**config.mk**
```make
export PLATFORM = sky130hd
export DESIGN_NAME = ext_irq_ctrl
export DESIGN_NICKNAME = d
export VERILOG_FILES = /design/src/rtl/ext_irq_pkg.sv /design/src/rtl/line_sync.sv /design/src/rtl/cfg_regs.sv /design/src/rtl/pend_unit.sv /design/src/rtl/ext_irq_ctrl.sv
export SDC_FILE = /design/constraint.sdc
export NUM_CORES = 1
export LEC_CHECK = 0
export CAP_MARGIN = 15
export CELL_PAD_IN_SITES_DETAIL_PLACEMENT = 1
export CELL_PAD_IN_SITES_GLOBAL_PLACEMENT = 2
export CORE_MARGIN = 8
export CORE_UTILIZATION = 30
export DETAILED_ROUTE_END_ITERATION = 10
export GPL_TIMING_DRIVEN = 0
export HOLD_SLACK_MARGIN = 0.02
export PLACE_DENSITY_LB_ADDON = 0.12
export REMOVE_ABC_BUFFERS = 1
export SYNTH_ARGS = -nofsm -noshare
export SYNTH_HDL_FRONTEND = slang
export SYNTH_SLANG_ARGS = --single-unit
```
**constraint.sdc**
```tcl
create_clock -name clk -period 3.4 [get_ports clk]
set_input_delay 1.02 -clock clk [delete_from_list [all_inputs] [get_ports clk]]
set_output_delay 1.02 -clock clk [all_outputs]
set_load 0.01 [all_outputs]
```
**src/rtl/ext_irq_pkg.sv**
```systemverilog
package ext_irq_pkg;

    localparam int ADDR_W = 3;

    typedef enum logic [ADDR_W-1:0] {
        REG_IRQ_EN   = 3'd0,
        REG_EVT_EN   = 3'd1,
        REG_RISE_SEL = 3'd2,
        REG_FALL_SEL = 3'd3,
        REG_SW_TRIG  = 3'd4,
        REG_PENDING  = 3'd5
    } reg_sel_e;

    // True when a write strobe targets the given register
    function automatic logic hits(input logic wr, input logic [ADDR_W-1:0] addr,
                                  input reg_sel_e sel);
        return wr && (addr == sel);
    endfunction

endpackage

```
**src/rtl/line_sync.sv**
```systemverilog
module line_sync #(
    parameter int N = 19
) (
    input  logic         clk,
    input  logic         rst,
    input  logic [N-1:0] raw_in,
    input  logic [N-1:0] rise_sel,
    input  logic [N-1:0] fall_sel,
    output logic [N-1:0] edge_hit
);
    logic [N-1:0] meta_q;
    logic [N-1:0] sync_q;
    logic [N-1:0] prev_q;

    always_ff @(posedge clk) begin
        if (rst) begin
            meta_q <= '0;
            sync_q <= '0;
            prev_q <= '0;
        end else begin
            meta_q <= raw_in;
            sync_q <= meta_q;
            prev_q <= sync_q;
        end
    end

    for (genvar i = 0; i < N; i++) begin : g_line
        logic went_up;
        logic went_down;
        assign went_up     = sync_q[i] & ~prev_q[i];
        assign went_down   = ~sync_q[i] & prev_q[i];
        assign edge_hit[i] = (went_up & rise_sel[i]) | (went_down & fall_sel[i]);
    end

endmodule

```
**src/rtl/cfg_regs.sv**
```systemverilog
module cfg_regs
    import ext_irq_pkg::*;
#(
    parameter int N  = 19,
    parameter int DW = 32
) (
    input  logic              clk,
    input  logic              rst,
    input  logic              wr_en,
    input  logic [ADDR_W-1:0] addr,
    input  logic [DW-1:0]     wdata,
    input  logic [N-1:0]      pend,
    output logic [N-1:0]      irq_en,
    output logic [N-1:0]      evt_en,
    output logic [N-1:0]      rise_sel,
    output logic [N-1:0]      fall_sel,
    output logic [N-1:0]      sw_set,
    output logic [N-1:0]      pend_clr,
    output logic [DW-1:0]     rdata
);
    logic [N-1:0] sw_q;
    logic [N-1:0] wbits;

    assign wbits    = wdata[N-1:0];
    assign sw_set   = hits(wr_en, addr, REG_SW_TRIG) ? wbits : '0;
    assign pend_clr = hits(wr_en, addr, REG_PENDING) ? wbits : '0;

    if (DW > N) begin : g_spare
        logic unused_hi;
        assign unused_hi = ^wdata[DW-1:N];
    end

    always_ff @(posedge clk) begin
        if (rst) begin
            irq_en   <= '0;
            evt_en   <= '0;
            rise_sel <= '0;
            fall_sel <= '0;
            sw_q     <= '0;
        end else begin
            if (hits(wr_en, addr, REG_IRQ_EN))   irq_en   <= wbits;
            if (hits(wr_en, addr, REG_EVT_EN))   evt_en   <= wbits;
            if (hits(wr_en, addr, REG_RISE_SEL)) rise_sel <= wbits;
            if (hits(wr_en, addr, REG_FALL_SEL)) fall_sel <= wbits;
            sw_q <= (sw_q & ~pend_clr) | sw_set;
        end
    end

    always_comb begin
        rdata = '0;
        case (addr)
            REG_IRQ_EN:   rdata[N-1:0] = irq_en;
            REG_EVT_EN:   rdata[N-1:0] = evt_en;
            REG_RISE_SEL: rdata[N-1:0] = rise_sel;
            REG_FALL_SEL: rdata[N-1:0] = fall_sel;
            REG_SW_TRIG:  rdata[N-1:0] = sw_q;
            REG_PENDING:  rdata[N-1:0] = pend;
            default:      rdata        = '0;
        endcase
    end

    // a trigger bit is gone once its pending bit was cleared
    a_r7_sw_self_clear: assert property (@(posedge clk) disable iff (rst)
        1'b1 |=> ((sw_q & $past(pend_clr)) == '0));

    // configuration is empty right after reset
    a_r1_cfg_reset: assert property (@(posedge clk)
        $past(rst) |-> (irq_en == '0 && evt_en == '0 && rise_sel == '0
                        && fall_sel == '0 && sw_q == '0));

endmodule

```
**src/rtl/pend_unit.sv**
```systemverilog
module pend_unit #(
    parameter int N = 19
) (
    input  logic         clk,
    input  logic         rst,
    input  logic [N-1:0] edge_hit,
    input  logic [N-1:0] sw_set,
    input  logic [N-1:0] pend_clr,
    input  logic [N-1:0] irq_en,
    input  logic [N-1:0] evt_en,
    output logic [N-1:0] pend,
    output logic [N-1:0] irq_req,
    output logic         evt_pulse
);
    logic [N-1:0] set_now;
    logic [N-1:0] trig_now;

    assign trig_now = edge_hit | sw_set;
    assign set_now  = edge_hit | (sw_set & irq_en);

    always_ff @(posedge clk) begin
        if (rst) begin
            pend      <= '0;
            evt_pulse <= 1'b0;
        end else begin
            pend      <= (pend & ~pend_clr) | set_now;
            evt_pulse <= |(trig_now & evt_en);
        end
    end

    assign irq_req = pend & irq_en;

    // a clear without a concurrent set empties the bit
    a_r5_clear_takes: assert property (@(posedge clk) disable iff (rst)
        1'b1 |=> ((pend & $past(pend_clr & ~set_now)) == '0));

    // pending bits are sticky until cleared
    a_r5_sticky: assert property (@(posedge clk) disable iff (rst)
        1'b1 |=> (($past(pend & ~pend_clr) & ~pend) == '0));

    // every detected edge lands in pending
    a_r2_edge_latched: assert property (@(posedge clk) disable iff (rst)
        1'b1 |=> ((pend & $past(edge_hit)) == $past(edge_hit)));

    // an event pulse always has an enabled cause one cycle earlier
    a_r8_evt_cause: assert property (@(posedge clk) disable iff (rst)
        evt_pulse |-> $past(|(trig_now & evt_en)));

    // nothing pending and no pulse right after reset
    a_r1_pend_reset: assert property (@(posedge clk)
        $past(rst) |-> (pend == '0 && !evt_pulse));

endmodule

```
**src/rtl/ext_irq_ctrl.sv**
```systemverilog
module ext_irq_ctrl
    import ext_irq_pkg::*;
#(
    parameter int N  = 19,
    parameter int DW = 32
) (
    input  logic              clk,
    input  logic              rst,
    input  logic [N-1:0]      line_in,
    input  logic              bus_wr,
    input  logic [ADDR_W-1:0] bus_addr,
    input  logic [DW-1:0]     bus_wdata,
    output logic [DW-1:0]     bus_rdata,
    output logic [N-1:0]      irq_req,
    output logic              evt_pulse
);
    logic [N-1:0] irq_en, evt_en, rise_sel, fall_sel;
    logic [N-1:0] sw_set, pend_clr, pend, edge_hit;

    line_sync #(.N(N)) u_sync (
        .clk(clk), .rst(rst), .raw_in(line_in),
        .rise_sel(rise_sel), .fall_sel(fall_sel), .edge_hit(edge_hit)
    );

    cfg_regs #(.N(N), .DW(DW)) u_regs (
        .clk(clk), .rst(rst), .wr_en(bus_wr), .addr(bus_addr), .wdata(bus_wdata),
        .pend(pend), .irq_en(irq_en), .evt_en(evt_en), .rise_sel(rise_sel),
        .fall_sel(fall_sel), .sw_set(sw_set), .pend_clr(pend_clr), .rdata(bus_rdata)
    );

    pend_unit #(.N(N)) u_pend (
        .clk(clk), .rst(rst), .edge_hit(edge_hit), .sw_set(sw_set),
        .pend_clr(pend_clr), .irq_en(irq_en), .evt_en(evt_en),
        .pend(pend), .irq_req(irq_req), .evt_pulse(evt_pulse)
    );

    // a request never appears for a disabled line
    a_r6_req_gated: assert property (@(posedge clk) disable iff (rst)
        (irq_req & ~irq_en) == '0);

endmodule

```
# After elaboration in Yosys (flattened, before gate mapping)
# Index checks and enable logic that the tools add are counted.
[word_totals] output_inout_bits=52 word_cells=169 reg_bits=172 inputBits=57
[op_classes] n_bitwise=143 n_eq_ne=5 mux=3 n_reduce_logical=8
[op_table] operator="$pmux W19 S6" count=1
[op_table] operator="$and A19 B19 Y19" count=5
[op_table] operator="$and A1 B1 Y1" count=76
[op_table] operator="$or A19 B19 Y19" count=4
[op_table] operator="$mux W19" count=2
[op_table] operator="$not A1 Y1" count=38
[op_table] operator="$not A19 Y19" count=1
[op_table] operator="$or A1 B1 Y1" count=19
[op_table] operator="$reduce_or A19 Y1" count=1
[op_table] operator="$eq A3 B2 Y1 const B" count=2
[op_table] operator="$eq A3 B3 Y1 const B" count=2
[op_table] operator="$logic_and A1 B1 Y1" count=6
[op_table] operator="$eq A3 B1 Y1 const B" count=1
[op_table] operator="$logic_not A3 Y1" count=1

# Longest topological paths before layout
# Gate-level depths: netlist of run 1.
[logic_depth] ltp_word=7 ltp_mapped=7 depth_no_buf=6

# Modules after synthesis
# From an unflattened synthesis of run 1, not the netlist that was laid out.
[hier_totals] hier_cells=922 hier_area_um2=7547.2
[modules_own_cells] mod="cfg_regs" cells_each=622 seq_area_each_um2=1901.8 instances=1 area_per_inst_um2=4707.0
[modules_own_cells] mod="line_sync" cells_each=177 seq_area_each_um2=1141.1 instances=1 area_per_inst_um2=1861.8
[modules_own_cells] mod="pend_unit" cells_each=123 seq_area_each_um2=400.4 instances=1 area_per_inst_um2=978.4

# Least setup slack after synthesis of run 1
# OpenSTA, ideal clock, no wires.
[synth_path] kind="input -> output" startpoint="in bus_addr[0]" endpoint="out bus_rdata[12]" stages=5 required_time_ns=2.380 n_path_buf=2 t_arrival_ns=1.993 setup_slack_ns=0.387 path_cell_list="nor3_1 clkbuf_1 buf_2 a22oi_1 nand3_1"
[synth_between] elab_chain_cells=2 elab_cells_between_ends=7
[synth_lines] item="start: declaration" line="ext_irq_ctrl.sv:11" source="input logic [ADDR_W-1:0] bus_addr,"
[synth_lines] item="$eq A3 B3 Y1 (tied with other cells)" line="cfg_regs.sv:51" source="case (addr)"
[synth_lines] item="$pmux W19 S6 (*)" line="cfg_regs.sv:51"
[synth_lines] item="end: declaration" line="ext_irq_ctrl.sv:13" source="output logic [DW-1:0] bus_rdata,"
# Mark *: on every way between the ends. The rest lies on a longest branch, timed or not.

# Worst setup path in the final report of run 1
[layout_path] startpoint="in bus_addr[2]" endpoint="out bus_rdata[5]"
# Same word-level chain as after synthesis.

==> flow_summary.json, run 1 <==
{
  "status": "finished clean",
  "vias": 6256,
  "h-tree-depth": 4,
  "drt_iter0_drc": 431,
  "drtPass1Iterations": 4,
  "dp_cells": 1198,
  "port_buffers": 82,
  "floorplan.initialDensity_pct": 30.3,
  "cts_made_buffers": 17,
  "cp_cell_sequence": "buf_4, nor3_4, buf_6, buf_6, buf_6, a22oi_1, nand3_1, dlygate4sd2_1",
  "final-hold-violation-count": 0,
  "p_int_w": 0.00351,
  "holdPathStages": 1,
  "hold_start": "u_sync.meta_q[9]",
  "combPwrFrac_pct": 6.7,
  "arrival_ns": 2.32,
  "grt_use_met3_pct": 3.54,
  "hold_slack_ns": 0.437,
  "grt_max_degree": 91,
  "pwr-share-clk_pct": 47.8,
  "grtUsageMet1_pct": 21.3,
  "seq_power_share_pct": 45.6,
  "clk_pin_slew_worst_paths_ns": 0.07,
  "end_kind": "output pin",
  "crit_family": "buffers and inverters",
  "ys_ff_latch": 172,
  "mostFrequentLayoutCells": "nand2_1 (203), dfxtp_1 (172), a21oi_1 (105)",
  "r2r_cells": 6,
  "p_leak_nw": 3.26,
  "finalMaxSlewViolations": 0,
  "gr-usage-met2_pct": 27.9,
  "finalSetupViolCount": 0,
  "root_buffer": "clkbuf_16",
  "die_area_mm2": 0.0288,
  "p_total_w": 0.00460,
  "final_antenna_net_count": 0,
  "timing.critical_path.buf_inv": 5,
  "fin_crit_sh_pct": 98.2,
  "top_usage_layer": "met2",
  "drc_errors": 0,
  "avgSynthCellArea_um2": 8.28,
  "crit_slowest_cell": "dlygate4sd2_1",
  "swShare_pct": 23.7,
  "slowest_delay_ns": 0.29,
  "ioPinCount": 109,
  "grt_pass1_wl_um": 37400,
  "ys_warn_count": 0,
  "drive_gt1_share_pct": 7.80,
  "core-area_mm2": 0.0233,
  "instances_no_fill": 1242,
  "area_growth_pct": 26.0,
  "clk_path_buf_depth": 2,
  "globalplace.congestion": 0.794,
  "irDropWorstVdd_mv": 0.261,
  "setup_ws_ns": 0.0607,
  "synth.distinct_cells": 22,
  "cts_tree": "done",
  "die_w_um": 170,
  "seq_area_frac_synth_pct": 48.6,
  "holdCritPathClass": "flop to flop",
  "min_to": "u_sync.sync_q[9]",
  "power.density_mw_per_mm2": 516,
  "final_common_cell": "nand2_1",
  "synth_top_area_share_pct": 48.6,
  "worst_pin_slew_ns": 1.23,
  "num_antenna_cells": 0,
  "track_usage_pct": 16.7,
  "rr_startpoint": "u_sync.prev_q[9]",
  "crit_fanout": 7,
  "totalWireLength_um": 24000,
  "crit_required_ns": 2.38,
  "wl_per_cell_um": 19.3,
  "r2r_end": "u_pend.evt_pulse",
  "antenna_found_initial": 0,
  "relSlewSlack_pct": 18.2,
  "p_switching_w": 0.00109,
  "max_cap_violations": 0,
  "final_core_util_pct": 38.2,
  "synthCells": 855,
  "cts.sinks": 172,
  "dp_hpwl_um": 15600,
  "crit_type": "primary input to output pin",
  "yosysTopAreaCell": "dfxtp_1",
  "rsz0062_at_grt": "false",
  "reg2reg_slack_ns": 1.82,
  "nets": 967,
  "fmax_mhz": 299,
  "period_needed_ns": 3.34,
  "syn-cell-area_mm2": 0.00708,
  "via_per_inst": 5.04,
  "dp_slack_ns": -1.17,
  "cpMostUsedCell": "buf_6",
  "yosys-top-cells-area": "dfxtp_1 (49%), nand2_1 (11%), a22oi_1 (8.9%)",
  "fin_skew_ns": 0.0118,
  "fp.dieH_um": 170,
  "clk_latency_ns": 0.43,
  "startpoint_type": "primary input",
  "grt_pass1_vias": 6648,
  "overflow": 0,
  "hold_buffers": 0,
  "rows": 56
}
-- stage by stage --
stage | setup TNS (ns) | area [µm²]
2_1_floorplan | -4.99 | 6660
3_3_place_gp | -636.30 | 7880
3_5_place_dp | -72.31 | 8150
4_1_cts | 0 | 8920
5_1_grt | 0 | 8910
6_report | 0 | 8910
-- power groups by stage --
stage | Clock [W] | Combinational [W] | Sequential, W
floorplan | 0 | 0.000100 | 0.00213
global placement | 0 | 0.000269 | 0.00214
detailed placement | 0 | 0.000296 | 0.00214
CTS | 0.00226 | 0.000308 | 0.00210
global route | 0.00234 | 0.000334 | 0.00210
finish | 0.00220 | 0.000307 | 0.00210
-- area by class of cell --
type                       instances  area, µm²
tap                              319        399
sequential                       172       3440
clock inverter                    15        233
clock buffer                      17        425
multi-input combinational        611       3260
fill                            2753      14400
timing repair buffer             108       1150
-- timing repair --
item	CTS	global route
setup buffers	12	0
cloned	0	0
pin swaps	2	0
endpoints found under the setup margin	81	5
gates resized for setup	45	7
-- worst max-delay path by stage --
stage          cells after the start             endpoint        start
2_1_floorplan                      3        bus_rdata[13]  bus_addr[1]
3_3_place_gp                       5  u_regs.rise_sel[17]  bus_addr[1]
3_5_place_dp                       7        bus_rdata[11]  bus_addr[0]
4_1_cts                            8        bus_rdata[13]  bus_addr[1]
5_1_grt                            8         bus_rdata[5]  bus_addr[2]
6_report                           8         bus_rdata[5]  bus_addr[2]
-- cells in the mapped netlist --
library cell and n:
nor3b_2 1, nand2_1 203, buf_2 25, a31oi_1 10
nor3b_1 2, clkbuf_1 28, buf_4 31, and4_1 2
a222oi_1 1, and2_1 25, a21oi_1 105, nand3b_1 19
nor3_1 1, dfxtp_1 172, and3b_1 2, a22oi_1 84
nand3_1 29, a21o_1 19, o21ai_0 19, nor2_1 19
conb_1 1, nor2b_1 57
-- worst reg2reg max path, stage by stage (launching register included) --
cell,delay (ns)
dfxtp_1,0.33
nand3b_1,0.10
o21ai_0,0.12
a21o_1,0.19
a22oi_1,0.27
and4_1,0.30
a31oi_1,0.12
-- layer usage --
metal	share of wire, %	wire (µm)
met2	48	11400
met4	1.6	381
met5	0	0
met3	3.3	791
met1	48	11400
-- cells by family after synthesis --
| kind of cell | Yosys count | synth area share [%] |
|---|---|---|
| simple gates | 360 | 24.0 |
| buf+inv | 84 | 6.54 |
| compound gates | 238 | 20.7 |
| other cells | 1 | 0.0530 |
| flops | 172 | 48.6 |
(Power assumes the default switching activity.)
==> inputs of run 2 (changes only) <==
--- a/config.mk
+++ b/config.mk
@@ -10,6 +10,7 @@
 export CELL_PAD_IN_SITES_GLOBAL_PLACEMENT = 2
 export CORE_MARGIN = 8
 export CORE_UTILIZATION = 30
+export CTS_BUF_LIST = sky130_fd_sc_hd__clkbuf_16
 export DETAILED_ROUTE_END_ITERATION = 10
 export GPL_TIMING_DRIVEN = 0
 export HOLD_SLACK_MARGIN = 0.02
==> results of run 2 <==
No change in the layout: final DEF, timing and power equal those of run 1.
